`src/rtl/hub_rpt_pkg.sv`:
```
// Shared types for the hub repeat-control block.
// Assumes: identifier bytes carry the check nibble in the upper four bits.
package hub_rpt_pkg;

    // Repeat sequencer states: closed, full-speed open, waiting after preamble, low-speed open.
    typedef enum logic [1:0] {
        RS_IDLE     = 2'd0,
        RS_FS       = 2'd1,
        RS_PRE_WAIT = 2'd2,
        RS_LS       = 2'd3
    } rpt_state_e;

    // Preamble identifier: code 4'b1100 with its inverted copy as check nibble.
    localparam logic [7:0] PRE_PID_BYTE = 8'h3C;

endpackage

```
`src/rtl/rpt_seq.sv`:
```
// Packet sequencer: tracks whether a packet is open, detects the preamble
// identifier and times the delay before low-speed ports open.
// Assumes: sop/pid_vld/eop are single-cycle pulses already aligned to clk;
// LS_GAP lies between 1 and 4.
module rpt_seq
    import hub_rpt_pkg::*;
#(
    parameter int LS_GAP = 4
) (
    input  logic       clk,
    input  logic       rst_n,
    input  logic       bit_tick,
    input  logic       sop,
    input  logic [7:0] pid,
    input  logic       pid_vld,
    input  logic       eop,
    output logic       fs_open,
    output logic       ls_open
);

    localparam int GAP_W = (LS_GAP < 2) ? 1 : $clog2(LS_GAP);
    localparam logic [GAP_W-1:0] GAP_LAST = GAP_W'(LS_GAP - 1);

    rpt_state_e       state_q;
    logic [GAP_W-1:0] gap_q;
    logic             pre_hit;

    // Preamble is only taken from a completed identifier byte.
    assign pre_hit = pid_vld && (pid == PRE_PID_BYTE);

    // Advance the packet state; end of packet wins over every other event.
    always_ff @(posedge clk) begin
        if (!rst_n) begin
            state_q <= RS_IDLE;
            gap_q   <= '0;
        end else begin
            unique case (state_q)
                RS_IDLE: begin
                    if (sop && !eop) begin
                        state_q <= RS_FS;
                    end
                end
                RS_FS: begin
                    if (eop) begin
                        state_q <= RS_IDLE;
                    end else if (pre_hit) begin
                        state_q <= RS_PRE_WAIT;
                        gap_q   <= '0;
                    end
                end
                RS_PRE_WAIT: begin
                    if (eop) begin
                        state_q <= RS_IDLE;
                        gap_q   <= '0;
                    end else if (bit_tick) begin
                        if (gap_q == GAP_LAST) begin
                            state_q <= RS_LS;
                            gap_q   <= '0;
                        end else begin
                            gap_q <= gap_q + 1'b1;
                        end
                    end
                end
                RS_LS: begin
                    if (eop) begin
                        state_q <= RS_IDLE;
                    end
                end
                default: state_q <= RS_IDLE;
            endcase
        end
    end

    // Full-speed ports carry every open packet; low-speed ports only the opened tail.
    assign fs_open = (state_q != RS_IDLE);
    assign ls_open = (state_q == RS_LS);

    p_gap_bound_r4: assert property (@(posedge clk) disable iff (!rst_n)
        (state_q == RS_PRE_WAIT) |-> (32'(gap_q) < LS_GAP));

    p_ls_from_wait_r4: assert property (@(posedge clk) disable iff (!rst_n)
        $rose(ls_open) |-> ($past(state_q) == RS_PRE_WAIT) && $past(bit_tick));

    p_eop_close_r5: assert property (@(posedge clk) disable iff (!rst_n)
        eop |=> (!fs_open && !ls_open));

    p_no_strobe_hold_r3: assert property (@(posedge clk) disable iff (!rst_n)
        (state_q == RS_FS && !pid_vld && !eop) |=> (state_q == RS_FS));

    p_sop_ignored_r10: assert property (@(posedge clk) disable iff (!rst_n)
        (state_q == RS_LS && sop && !eop) |=> (state_q == RS_LS));

    p_reset_idle_r9: assert property (@(posedge clk) disable iff (!rst_n)
        $past(!rst_n) |-> (state_q == RS_IDLE));

endmodule

```
`src/rtl/rpt_port_gate.sv`:
```
// Per-port gating: combines the sequencer's open flags with each port's
// enable and speed flags.
// Assumes: port flags are quasi-static and may act combinationally.
module rpt_port_gate #(
    parameter int NPORTS = 4
) (
    input  logic [NPORTS-1:0] port_en,
    input  logic [NPORTS-1:0] port_ls,
    input  logic              fs_open,
    input  logic              ls_open,
    output logic [NPORTS-1:0] rpt_en,
    output logic [NPORTS-1:0] ls_drv_en
);

    for (genvar g = 0; g < NPORTS; g++) begin : g_port
        // A low-speed port follows the low-speed window, others the packet window.
        always_comb begin
            rpt_en[g]    = port_en[g] && (port_ls[g] ? ls_open : fs_open);
            ls_drv_en[g] = port_en[g] && port_ls[g] && ls_open;
        end
    end

endmodule

```
`src/rtl/rpt_frame_timer.sv`:
```
// Frame timer: counts full-speed bit ticks, restarts on a frame-start token.
// Assumes: bit_tick is a one-cycle enable at the full-speed bit rate.
module rpt_frame_timer #(
    parameter int FRAME_W = 14
) (
    input  logic               clk,
    input  logic               rst_n,
    input  logic               bit_tick,
    input  logic               sof_rx,
    output logic [FRAME_W-1:0] frame_cnt
);

    logic [FRAME_W-1:0] cnt_q;

    // Clear on frame start, otherwise step on each bit tick.
    always_ff @(posedge clk) begin
        if (!rst_n) begin
            cnt_q <= '0;
        end else if (sof_rx) begin
            cnt_q <= '0;
        end else if (bit_tick) begin
            cnt_q <= cnt_q + 1'b1;
        end
    end

    assign frame_cnt = cnt_q;

    p_sof_clear_r8: assert property (@(posedge clk) disable iff (!rst_n)
        sof_rx |=> (frame_cnt == '0));

    p_tick_step_r7: assert property (@(posedge clk) disable iff (!rst_n)
        (!sof_rx && bit_tick) |=> (frame_cnt == $past(frame_cnt) + 1'b1));

    p_idle_hold_r7: assert property (@(posedge clk) disable iff (!rst_n)
        (!sof_rx && !bit_tick) |=> $stable(frame_cnt));

endmodule

```
`src/rtl/hub_rpt_ctl.sv`:
```
// Hub repeat control top: decides per downstream port whether upstream
// traffic is repeated and whether low-speed drivers are on, and runs the
// frame timer.
// Assumes: all inputs synchronous to clk; one bit_tick per full-speed bit.
module hub_rpt_ctl #(
    parameter int NPORTS  = 4,
    parameter int FRAME_W = 14,
    parameter int LS_GAP  = 4
) (
    input  logic               clk,
    input  logic               rst_n,
    input  logic               bit_tick,
    input  logic [NPORTS-1:0]  port_en,
    input  logic [NPORTS-1:0]  port_ls,
    input  logic               sop,
    input  logic [7:0]         pid,
    input  logic               pid_vld,
    input  logic               eop,
    input  logic               sof_rx,
    output logic [NPORTS-1:0]  rpt_en,
    output logic [NPORTS-1:0]  ls_drv_en,
    output logic [FRAME_W-1:0] frame_cnt
);

    logic fs_open;
    logic ls_open;

    rpt_seq #(
        .LS_GAP (LS_GAP)
    ) u_seq (
        .clk      (clk),
        .rst_n    (rst_n),
        .bit_tick (bit_tick),
        .sop      (sop),
        .pid      (pid),
        .pid_vld  (pid_vld),
        .eop      (eop),
        .fs_open  (fs_open),
        .ls_open  (ls_open)
    );

    rpt_port_gate #(
        .NPORTS (NPORTS)
    ) u_gate (
        .port_en   (port_en),
        .port_ls   (port_ls),
        .fs_open   (fs_open),
        .ls_open   (ls_open),
        .rpt_en    (rpt_en),
        .ls_drv_en (ls_drv_en)
    );

    rpt_frame_timer #(
        .FRAME_W (FRAME_W)
    ) u_frame (
        .clk       (clk),
        .rst_n     (rst_n),
        .bit_tick  (bit_tick),
        .sof_rx    (sof_rx),
        .frame_cnt (frame_cnt)
    );

    for (genvar g = 0; g < NPORTS; g++) begin : g_chk
        p_disabled_quiet_r6: assert property (@(posedge clk) disable iff (!rst_n)
            !port_en[g] |-> (!rpt_en[g] && !ls_drv_en[g]));

        p_ls_closed_r2: assert property (@(posedge clk) disable iff (!rst_n)
            (port_ls[g] && !ls_open) |-> (!rpt_en[g] && !ls_drv_en[g]));

        p_no_fs_on_ls_r1: assert property (@(posedge clk) disable iff (!rst_n)
            (port_ls[g] && rpt_en[g]) |-> ls_drv_en[g]);
    end

    p_reset_clear_r9: assert property (@(posedge clk) disable iff (!rst_n)
        $past(!rst_n) |-> (rpt_en == '0 && ls_drv_en == '0 && frame_cnt == '0));

endmodule

```
`config.mk`:
```
export PLATFORM = sky130hd
export DESIGN_NAME = hub_rpt_ctl
export DESIGN_NICKNAME = d
export VERILOG_FILES = /design/src/rtl/hub_rpt_pkg.sv /design/src/rtl/rpt_seq.sv /design/src/rtl/rpt_port_gate.sv /design/src/rtl/rpt_frame_timer.sv /design/src/rtl/hub_rpt_ctl.sv
export SDC_FILE = /design/constraint.sdc
export NUM_CORES = 1
export LEC_CHECK = 0
export ABC_AREA = 1
export BUFFER_PORTS_ARGS = -buffer_cell sky130_fd_sc_hd__buf_2
export CAP_MARGIN = 20
export CORE_MARGIN = 5
export CORE_UTILIZATION = 43
export CTS_BUF_LIST = sky130_fd_sc_hd__clkbuf_8 sky130_fd_sc_hd__clkbuf_16
export DETAILED_ROUTE_END_ITERATION = 8
export HOLD_SLACK_MARGIN = 0.03
export PLACE_DENSITY = 0.78
export SYNTH_ARGS = -nofsm -noshare
export SYNTH_HDL_FRONTEND = slang
export SYNTH_HIERARCHICAL = 1
export SYNTH_SLANG_ARGS = --single-unit
```
`constraint.sdc`:
```
create_clock -name clk -period 1.1 [get_ports clk]
set_input_delay 0.055 -clock clk [delete_from_list [all_inputs] [get_ports clk]]
set_output_delay 0.055 -clock clk [all_outputs]
set_load 0.01 [all_outputs]
```
==> results of run 1 <==
## through the flow
stage	setup slack, ns	instances	area (sq um)	total power, uW
floorplan	0.00907	181	1160	1250
global placement	-0.0282	262	1480	1500
detailed placement	-0.0672	262	1480	1520
CTS	-0.0373	268	1590	2250
global route	-0.177	268	1700	2480
finish	-0.0976	268	1700	2310
## metal layers
| metal | up-vias | track usage | part of all wire |
|---|---|---|---|
| li1 | 689 | - | - |
| met3 | 4 | 0.0335 | 0.057 |
| met5 | - | 0 | 0 |
| met4 | 0 | 0.0774 | 0.013 |
| met2 | 31 | 0.295 | 0.50 |
| met1 | 582 | 0.204 | 0.43 |
## state kept, by name (all words and copies together), names as in the netlist
signal	flops
u_frame/frame_cnt	14
u_seq/gap_q	2
u_seq/state_q	2
## final timing paths
path | startpoint | endpoint | slack (ns) | depth (start not counted)
worst max-delay path | u_seq/gap_q[0] | u_seq/gap_q[0] | -0.1 | 7
worst min-delay path | rst_n | u_seq/state_q[0] | 0.06 | 3
worst max register to register | u_seq/gap_q[0] | u_seq/gap_q[0] | -0.1 | 7
worst min register to register | u_frame/frame_cnt[11] | u_frame/frame_cnt[11] | 0.50 | 2
## final cells by class
cell class                 count  area (sq um)  share of cell area
sequential                    18           383               0.226
tap                           30          37.5              0.0221
timing repair buffer          55           320               0.189
multi-input combinational    129           774               0.456
clock buffer                   4          55.1              0.0324
inverter                      32           126              0.0745
## logic make-up (layout without fill, tap and decap cells)
group | count (synthesis) | count (layout)
flops | 18 | 18
compound gates | 22 | 22
simple gates | 105 | 105
buf+inv | 34 | 91
fa+ha+maj | 2 | 2
## timing repair
action | 4_1_cts | 5_1_grt
buffers inserted | 2 | 0
gates resized for setup | 16 | 33
pin swaps | 6 | 13
endpoints found under the hold margin | 0 | 0
setup endpoints to repair | 14 | 22
## placed cells by master (no fill, tap or decap), types with 3 or more instances in the layout
cell       n
buf_4      8
nand2_1   38
nor2_2     3
dfxtp_1    8
inv_1     27
nor2_1    23
nand2_2    6
dfxtp_4    4
nand4_1    5
buf_6      4
o21ai_1    3
buf_2     43
clkbuf_8   4
nand3_1    4
o21ai_0    4
nor2_4     7
a21oi_1   12
nand3_2   14
dfxtp_2    6
## worst max-delay path, stage by stage (launching register included)
cell and delay, ns:
dfxtp_2 0.32, ha_2 0.17, nor2_1 0.10, nand2_1 0.07, or2_1 0.25, nand3_2 0.07, nand2_1 0.05, nor2_1 0.10
## synth_stat cells, types with 2 or more instances
cell	number	area (sq um)
nand4_1	5	31.3
nand2_1	43	161
dfxtp_1	18	360
a21oi_1	12	60.1
nor2_1	27	101
nand2_2	2	12.5
nand3_1	17	85.1
inv_1	30	113
o21ai_0	7	35.0
nor2_4	3	33.8
nor2_2	3	18.8
ha_1	2	25.0
nand3_2	2	20.0
buf_4	2	15.0
## report_power, final
group | internal (uW) | switching (uW) | total [uW]
Combinational | 431 | 517 | 948
Sequential | 732 | 87.1 | 819
Clock | 318 | 226 | 544
==> reports/qor.yml, run 1 <==
timing:
  fin_crit_sh: 1.09
  tightest_slew_ns: 0.271
  timing.fmax_ghz: 0.835
  tns_ns: -0.379
  slew_violations: 0
  hold_ws_ns: 0.0649
  slew_headroom: 0.819
  setup_ws_ns: -0.0976
  hold_viol: 0
  final-setup-viol-count: 11
  min_period_ns: 1.20
  rsz0062_at_grt: "true"
  fin_skew_ns: 0.00571
synthesis:
  synth_enable_flop_cells: 0
  synth-simple-area-share: 0.438
  synthDistinctLibCells: 22
  netlist_instances: 181
  synthAdderAreaFrac: 0.0221
  ys_seq_elements: 18
  synthXorXnorAreaFrac: 0
  yosysSeqAreaShare: 0.319
  ys_async_sr_fraction: 0
  synth_top_family_by_area: "simple AND/OR/NAND/NOR gates"
  yosys_warnings: 6
  synth_compound_area_frac: 0.102
  synthMuxAreaShare: 0
  syn_area_sq_mm: 0.00113
  syn_avg_cell_area_sq_um: 6.25
  syn_nets: 206
  ys.flop_type: "dfxtp_1"
floorplan:
  core_area_sq_mm: 0.00250
  die_y_um: 61.3
  chipWidth_um: 61.3
  num_io_pins: 45
  dieArea_sq_mm: 0.00376
  core.rowCount: 18
  start_util: 0.452
global_routing:
  grt_use_total: 0.171
  antenna_found_initial: 0
  grt_pass1_vias: 1225
  grt_max_degree: 15
  grt.overflow.total: 0
  grt_first_pass_wirelength_mm: 4.92
setup_path:
  cp.arrival_ns: 1.39
  required_ns: 1.29
  start_kind: "flip-flop"
  critPathMaxFanout: 2
  worstSetupPathType: "flip-flop to flip-flop"
  cp-end-kind: "flip-flop"
hold_path:
  worstHoldPathType: "input port to flip-flop"
clock_tree:
  cts_buffers: 3
  clockRootBuffer: "clkbuf_8"
  htreeDepth: 1
  cts-hold-fix-buffers: 0
  cts_tree: "yes"
  clk_pin_slew_ns: 0.07
  cts_buffer_depth: 2
  clkLatencyLatePin_ns: 0.25
  clock-sinks: 18
pwr:
  p_per_area_mw_per_mm2: 1360
  ir_drop_mv: 0.880
  leakage_uw: 0.000818
drt:
  dr.pass1.iters: 4
  viasPerCell: 4.87
  wl_per_cell_um: 11.3
  drt_iter0_drc: 34
  postRouteAntennaNets: 0
  dr_total_vias: 1306
  routed_wl_mm: 3.03
  drc: 0
layout:
  num-nets-final: 264
  layout-drive-gt1-share: 0.466
  area_growth_pct: 50.0
  diodes: 0
  fin_util: 0.679
  n_fill_cell: 227
status:
  violations: "setup timing"
  status: "finished, violations left"
flow_run:
  cap_violations: 0
placement:
  dpl.hpwl_mm: 2.11
  portBuffers: 44
  gp_congestion: 0.792
(Power assumes the default switching activity.)
==> run 2, diff against run 1 <==
--- a/constraint.sdc
+++ b/constraint.sdc
@@ -3,2 +3,2 @@
 set_output_delay 0.055 -clock clk [all_outputs]
-set_load 0.01 [all_outputs]
+set_load 0.1 [all_outputs]
==> run 2 against run 1 <==
- the flow still finishes with violations (setup timing)
- power is 24% higher
- core utilization is 20 points higher
- sequential share of layout area is 3.6 points lower
- combinational power is 60% higher
- clock-buffer cell count stayed put
- die area stayed put
- clock skew is 0.0024 ns lower
- maximum frequency is 5.3% lower
- critical path depth is 2 lower
- global-route usage is 2.5 points higher
==> reports/qor.yml, run 2 (same netlist as run 1, synthesis figures left out) <==
status:
  status: "finished, violations left"
  violations: "setup timing"
timing:
  slew_headroom: 0.811  # -0.00799
  rsz0062_at_grt: "true"
  min_period_ns: 1.26  # +0.0666 ns
  final-setup-viol-count: 21  # +10
  setup_ws_ns: -0.164  # -0.0666 ns
  tightest_slew_ns: 0.283  # +0.0120 ns
  hold_ws_ns: 0.0836  # +0.0187 ns
  slew_violations: 0  # unchanged
  fin_crit_sh: 1.15  # +0.0605
  timing.fmax_ghz: 0.791  # -5.3%
  fin_skew_ns: 0.00329  # -0.00242 ns
  hold_viol: 0  # unchanged
drt:
  dr_total_vias: 1464  # +12%
  viasPerCell: 5.38  # +10%
  routed_wl_mm: 4.30  # +42%
  wl_per_cell_um: 15.8  # +40%
  drt_iter0_drc: 113  # +230%
  drc: 0  # unchanged
  dr.pass1.iters: 4  # unchanged
  postRouteAntennaNets: 0  # unchanged
layout:
  final_common_cell: "nand2_1"
  diodes: 0  # unchanged
  area_growth_pct: 95.1
  layout_common_cells: "31 x nand2_1, 24 x inv_1, 24 x nor2_1, 22 x buf_2, 22 x buf_12"
  multiInputGateArea_sq_um: 866  # +12%
  n_fill_cell: 103  # -55%
  fin_util: 0.883  # +0.204
  register_area_sq_um: 418  # +9.2%
  largest_reg_flops: 14  # unchanged
  num-nets-final: 268  # +1.5%
  layout-drive-gt1-share: 0.545  # +0.0791
global_routing:
  grt_first_pass_wirelength_mm: 5.42  # +10%
  grt_max_degree: 15  # unchanged
  grt.overflow.total: 0  # unchanged
  antenna_found_initial: 0  # unchanged
  grt_use_total: 0.195  # +0.0246
  grt_pass1_vias: 1260  # +2.9%
setup_path:
  worstSetupPathType: "flip-flop to primary output"
  cp.arrival_ns: 1.21  # -0.18 ns
  cp-end-kind: "primary output"
  required_ns: 1.04  # -0.25 ns
  start_kind: "flip-flop"
  critPathMaxFanout: 4  # +2
floorplan:
  chipWidth_um: 61.3  # unchanged
  dieArea_sq_mm: 0.00376  # unchanged
  start_util: 0.452  # unchanged
  core.rowCount: 18  # unchanged
  num_io_pins: 45  # unchanged
  core_area_sq_mm: 0.00250  # unchanged
  die_y_um: 61.3  # unchanged
pwr:
  p_per_area_mw_per_mm2: 1300  # -4.4%
  ir_drop_mv: 1.40  # +59%
  leakage_uw: 0.000922  # +13%
placement:
  portBuffers: 44  # unchanged
  dpl.hpwl_mm: 2.45  # +16%
  gp_congestion: 0.842  # +6.3%
flow_run:
  cap_violations: 0  # unchanged
clock_tree:
  cts_tree: "yes"
  cts_buffer_depth: 2  # unchanged
  clkLatencyLatePin_ns: 0.26  # about the same
  htreeDepth: 1  # unchanged
  cts_buffers: 3  # unchanged
  clk_pin_slew_ns: 0.07  # about the same
  clock-sinks: 18  # unchanged
  clockRootBuffer: "clkbuf_8"
  cts-hold-fix-buffers: 0  # unchanged
hold_path:
  worstHoldPathType: "input port to flip-flop"
## run 2: changes by cell type in the layout (fill, tap and decap cells not counted), moves of 4 or more
cell | previous run | this run
buf_12 | 0 | 22
buf_2 | 43 | 22
dfxtp_4 | 4 | 15
nand2_1 | 38 | 31
nand3_2 | 14 | 7
dfxtp_1 | 8 | 2
dfxtp_2 | 6 | 1
nand2_4 | 1 | 6
nand3_4 | 2 | 7
clkinvlp_4 | 0 | 4
## run 2: through the flow
step	cell area [sq um]	std cells	worst slack [ns]	total power (uW)	setup TNS, ns
2_1_floorplan	1240	181	-0.228	1530	-1.57
3_3_place_gp	1860	259	-0.0517	1910	-0.271
3_5_place_dp	1860	259	-0.0969	1930	-0.593
4_1_cts	2000	264	-0.143	2590	-1.51
5_1_grt	2210	272	-0.245	3020	-3.51
6_report	2210	272	-0.164	2870	-2.14
## run 2: area by class of cell
type,instances,area share
Multi-Input combinational cell,129,0.392
Inverter,32,0.0675
Timing Repair Buffer,59,0.309
Tap cell,30,0.0170
Clock buffer,4,0.0249
Sequential cell,18,0.189
## run 2: power by group
group	switching, uW	internal, uW	total, uW
Clock	235	319	554
Sequential	101	702	803
Combinational	927	590	1520
Total	1260	1610	2870
## run 2: worst paths after layout
check,from,endpoint,slack [ns],cells past startpoint
worst max register to register,u_seq/state_q[1],u_seq/state_q[0],-0.15,10
worst min register to register,u_frame/frame_cnt[3],u_frame/frame_cnt[3],0.52,1
worst min-delay path,rst_n,u_seq/state_q[0],0.08,3
worst max-delay path,u_seq/state_q[0],ls_drv_en[1],-0.16,5
## run 2: critical path, cell delays in order (launching register included)
cell and delay (ns):
dfxtp_4 0.41, nand2_4 0.09, inv_8 0.09, nand3_4 0.10, clkinvlp_4 0.10, buf_12 0.16
## run 2: repair_timing
action                     4_1_cts  5_1_grt
cloned                           0        0
hold endpoints to repair         0        0
setup endpoints to repair       16       21
buffers inserted                 1        8
pin swaps                        8       11
resized for setup               21       37
## run 2: routing by layer
metal / vias up / track usage / share of wire
li1: 697 / - / -
met1: 695 / 0.210 / 0.40
met2: 55 / 0.360 / 0.51
met3: 17 / 0.0356 / 0.053
met4: 0 / 0.102 / 0.039
met5: - / 0 / 0
==> run 3, diff against run 2 <==
- CORE_UTILIZATION: 43 -> 51
- PLACE_DENSITY: 0.78 -> 0.87
- SYNTH_HIERARCHICAL: 1 -> default
- clock period: 1.1 -> 1.6 ns (I/O delays scaled with it)
==> run 3 against run 2 <==
- the flow now finishes without violations
- register-to-register slack improved by 0.44 ns
- synthesized cell count shrank 5.0%
- hold slack better by 0.0048 ns
- die area fell by 15%
- critical path type unchanged
==> reports/qor.yml, run 3 <==
status:
  status: "completed"
clock_tree:
  clk_pin_slew_ns: 0.06  # about the same
  clock-sinks: 18  # unchanged
  cts_buffer_depth: 2  # unchanged
  cts-hold-fix-buffers: 0  # unchanged
  post_cts_buffers: 0  # -1
  htreeDepth: 1  # unchanged
  cts_tree: "yes"
  clkLatencyLatePin_ns: 0.25  # about the same
  clockRootBuffer: "clkbuf_8"
  cts_buffers: 3  # unchanged
timing:
  rsz0062_at_grt: "false"
  hold_viol: 0  # unchanged
  hold_ws_ns: 0.0883  # +0.00475 ns
  slew_violations: 0  # unchanged
  fin_skew_ns: 0.00328  # -0.00000444 ns
  slew_headroom: 0.668  # -0.144
  min_period_ns: 1.51
  tns_ns: 0  # +2.14 ns
  timing.fmax_ghz: 0.663
  final-setup-viol-count: 0  # -100%
  fin_crit_sh: 0.943
  tightest_slew_ns: 0.502  # +0.219 ns
layout:
  final_common_cell: "nand2_1"
  area_growth_pct: 41.5
  num-nets-final: 245  # -8.6%
  layout-drive-gt1-share: 0.416  # -0.130
  largest_reg_flops: 14  # unchanged
  register_area_sq_um: 382  # -8.7%
  multiInputGateArea_sq_um: 674  # -22%
  diodes: 0  # unchanged
  n_fill_cell: 158  # +53%
  fin_util: 0.776  # -0.107
  layout_common_cells: "41 x nand2_1, 36 x buf_2, 21 x inv_1, 16 x nor2_1, 12 x a21oi_1"
synthesis:
  synth_top_family_by_area: "simple AND/OR/NAND/NOR gates"
  yosysTopAreaCell: "dfxtp_1"
  synthAdderAreaFrac: 0.0226  # +0.000449
  synth_enable_flop_cells: 0  # unchanged
  ys.flop_type: "dfxtp_1"
  synth_compound_area_frac: 0.132  # +0.0303
  synthTopCellsByCount: "42 x nand2_1, 20 x inv_1, 20 x nor2_1, 18 x dfxtp_1, 16 x a21oi_1"
  syn_avg_cell_area_sq_um: 6.45  # +3.1%
  synthXorXnorAreaFrac: 0  # unchanged
  yosys_warnings: 0  # -6
  synthMuxAreaShare: 0  # unchanged
  syn_nets: 197  # -4.4%
  yosysSeqAreaShare: 0.325  # +0.00647
  synthTopCellsByArea: "dfxtp_1 33%, nand2_1 14%, a21oi_1 7.2%, inv_1 6.8%, nor2_1 6.8%"
  syn_area_sq_mm: 0.00111  # -2.0%
  ys_seq_elements: 18  # unchanged
  synthDistinctLibCells: 24  # +9.1%
  synth_top_area_share: 0.325  # +0.00647
  netlist_instances: 172  # -5.0%
  synth.most_common_cell: "nand2_1"
  synth-simple-area-share: 0.429  # -0.00916
  ys_async_sr_fraction: 0  # unchanged
hold_path:
  worstHoldPathType: "input port to flip-flop"
  hp-start: "rst_n"
  holdPathEnd: "u_seq.state_q[1]"
  hold-path-cell-count: 3  # unchanged
drt:
  viasPerCell: 5.11  # -5.1%
  drt_iter0_drc: 29  # -74%
  dr.pass1.iters: 4  # unchanged
  dr_total_vias: 1257  # -14%
  wl_per_cell_um: 12.4  # -22%
  postRouteAntennaNets: 0  # unchanged
  routed_wl_mm: 3.04  # -29%
  drc: 0  # unchanged
setup_path:
  cp-end-kind: "primary output"
  worstPathCellList: "nor2_1 > inv_1 > nand2_1 > a21oi_2 > buf_12"
  rr_endpoint: "u_seq.gap_q[0]"
  critPathMaxFanout: 7  # +3
  r2r-start: "u_seq.state_q[1]"
  start_kind: "flip-flop"
  worstSetupPathType: "flip-flop to primary output"
  cp_slowest_cell: "dfxtp_1"
  cp.arrival_ns: 1.43  # +0.22 ns
  cp_slowest_stage_delay_ns: 0.46  # +0.05 ns
  reg2reg_depth: 5  # -5
  r2r_slack_ns: 0.29  # +0.44 ns
  required_ns: 1.52  # +0.48 ns
floorplan:
  chipWidth_um: 56.6  # -7.6%
  core.rowCount: 16  # -2
  start_util: 0.548  # +0.0958
  dieArea_sq_mm: 0.00321  # -15%
  num_io_pins: 45  # unchanged
  core_area_sq_mm: 0.00202  # -19%
  die_y_um: 56.6  # -7.6%
pwr:
  power_uw: 1790  # -38%
  p_per_area_mw_per_mm2: 1140  # -12%
  leakage_uw: 0.000672  # -27%
  ir_drop_mv: 0.861  # -39%
global_routing:
  grt_first_pass_wirelength_mm: 5.11  # -5.8%
  grt.overflow.total: 0  # unchanged
  grt_pass1_vias: 1215  # -3.6%
  antenna_found_initial: 0  # unchanged
  grt_use_total: 0.198  # +0.00240
  grt_max_degree: 11  # -4
placement:
  portBuffers: 44  # unchanged
  dpl.hpwl_mm: 2.46  # +0.61%
  gp_congestion: 0.838  # -0.49%
flow_run:
  cap_violations: 0  # unchanged
-- run 3: changes by cell type after synthesis, moves of 4 or more --
cell     delta
nor2_1      -7
inv_2       +4
inv_1      -10
nor3_1      +6
a21oi_1     +4
nand3_1     -6
-- run 3: what timing repair did --
action | CTS | global route
gates resized for setup | 1 | 1
endpoints found under the setup margin | 4 | 3
endpoints found under the hold margin | 0 | 0
-- run 3: worst max-delay path by stage --
stage,to,slack (ns),start
finish,rpt_en[3],0.09,u_seq.state_q[1]
global route,rpt_en[3],0.004,u_seq.state_q[1]
CTS,rpt_en[3],0.07,u_seq.state_q[0]
detailed placement,rpt_en[3],0.23,u_seq.state_q[0]
global placement,rpt_en[0],0.30,u_seq.state_q[0]
floorplan,rpt_en[0],-0.14,u_seq.state_q[0]
-- run 3: area by class of cell --
class	instances	area share
multi-input combinational	128	0.430
sequential	18	0.243
timing repair buffer	44	0.217
inverter	25	0.0598
clock buffer	3	0.0263
tap	27	0.0215
clock inverter	1	0.00239
-- run 3: cell families (layout without fill, tap and decap cells) --
group           after synthesis  after routing
simple gates                 99             99
compound gates               27             27
buf+inv                      26             73
flops                        18             18
fa+ha+maj                     2              2
-- run 3: report_power, final --
part | total [uW] | switching, uW | internal (uW) | leakage, uW
clock | 322 | 151 | 171 | 0.0000269
sequential | 569 | 71.9 | 498 | 0.000153
combinational | 901 | 600 | 301 | 0.000492
total | 1790 | 823 | 969 | 0.000672
-- run 3: critical path: cells and delay by family, from the launching register on --
kind	cells	cell delay, ns
simple gates	2	0.18
buf+inv	2	0.35
flops	1	0.46
compound gates	1	0.17
-- run 3: metrics by stage --
| stage | cell area, sq um | worst slack (ns) | instances |
|---|---|---|---|
| floorplan | 1150 | -0.136 | 172 |
| global placement | 1520 | 0.299 | 242 |
| detailed placement | 1520 | 0.230 | 242 |
| CTS | 1570 | 0.0705 | 246 |
| global route | 1570 | 0.00384 | 246 |
| finish | 1570 | 0.0906 | 246 |
-- run 3: routing by layer --
metal	routed length, um	global-route usage
met3	174	0.0528
met1	1210	0.211
met2	1610	0.371
met4	50	0.0610
met5	0	0
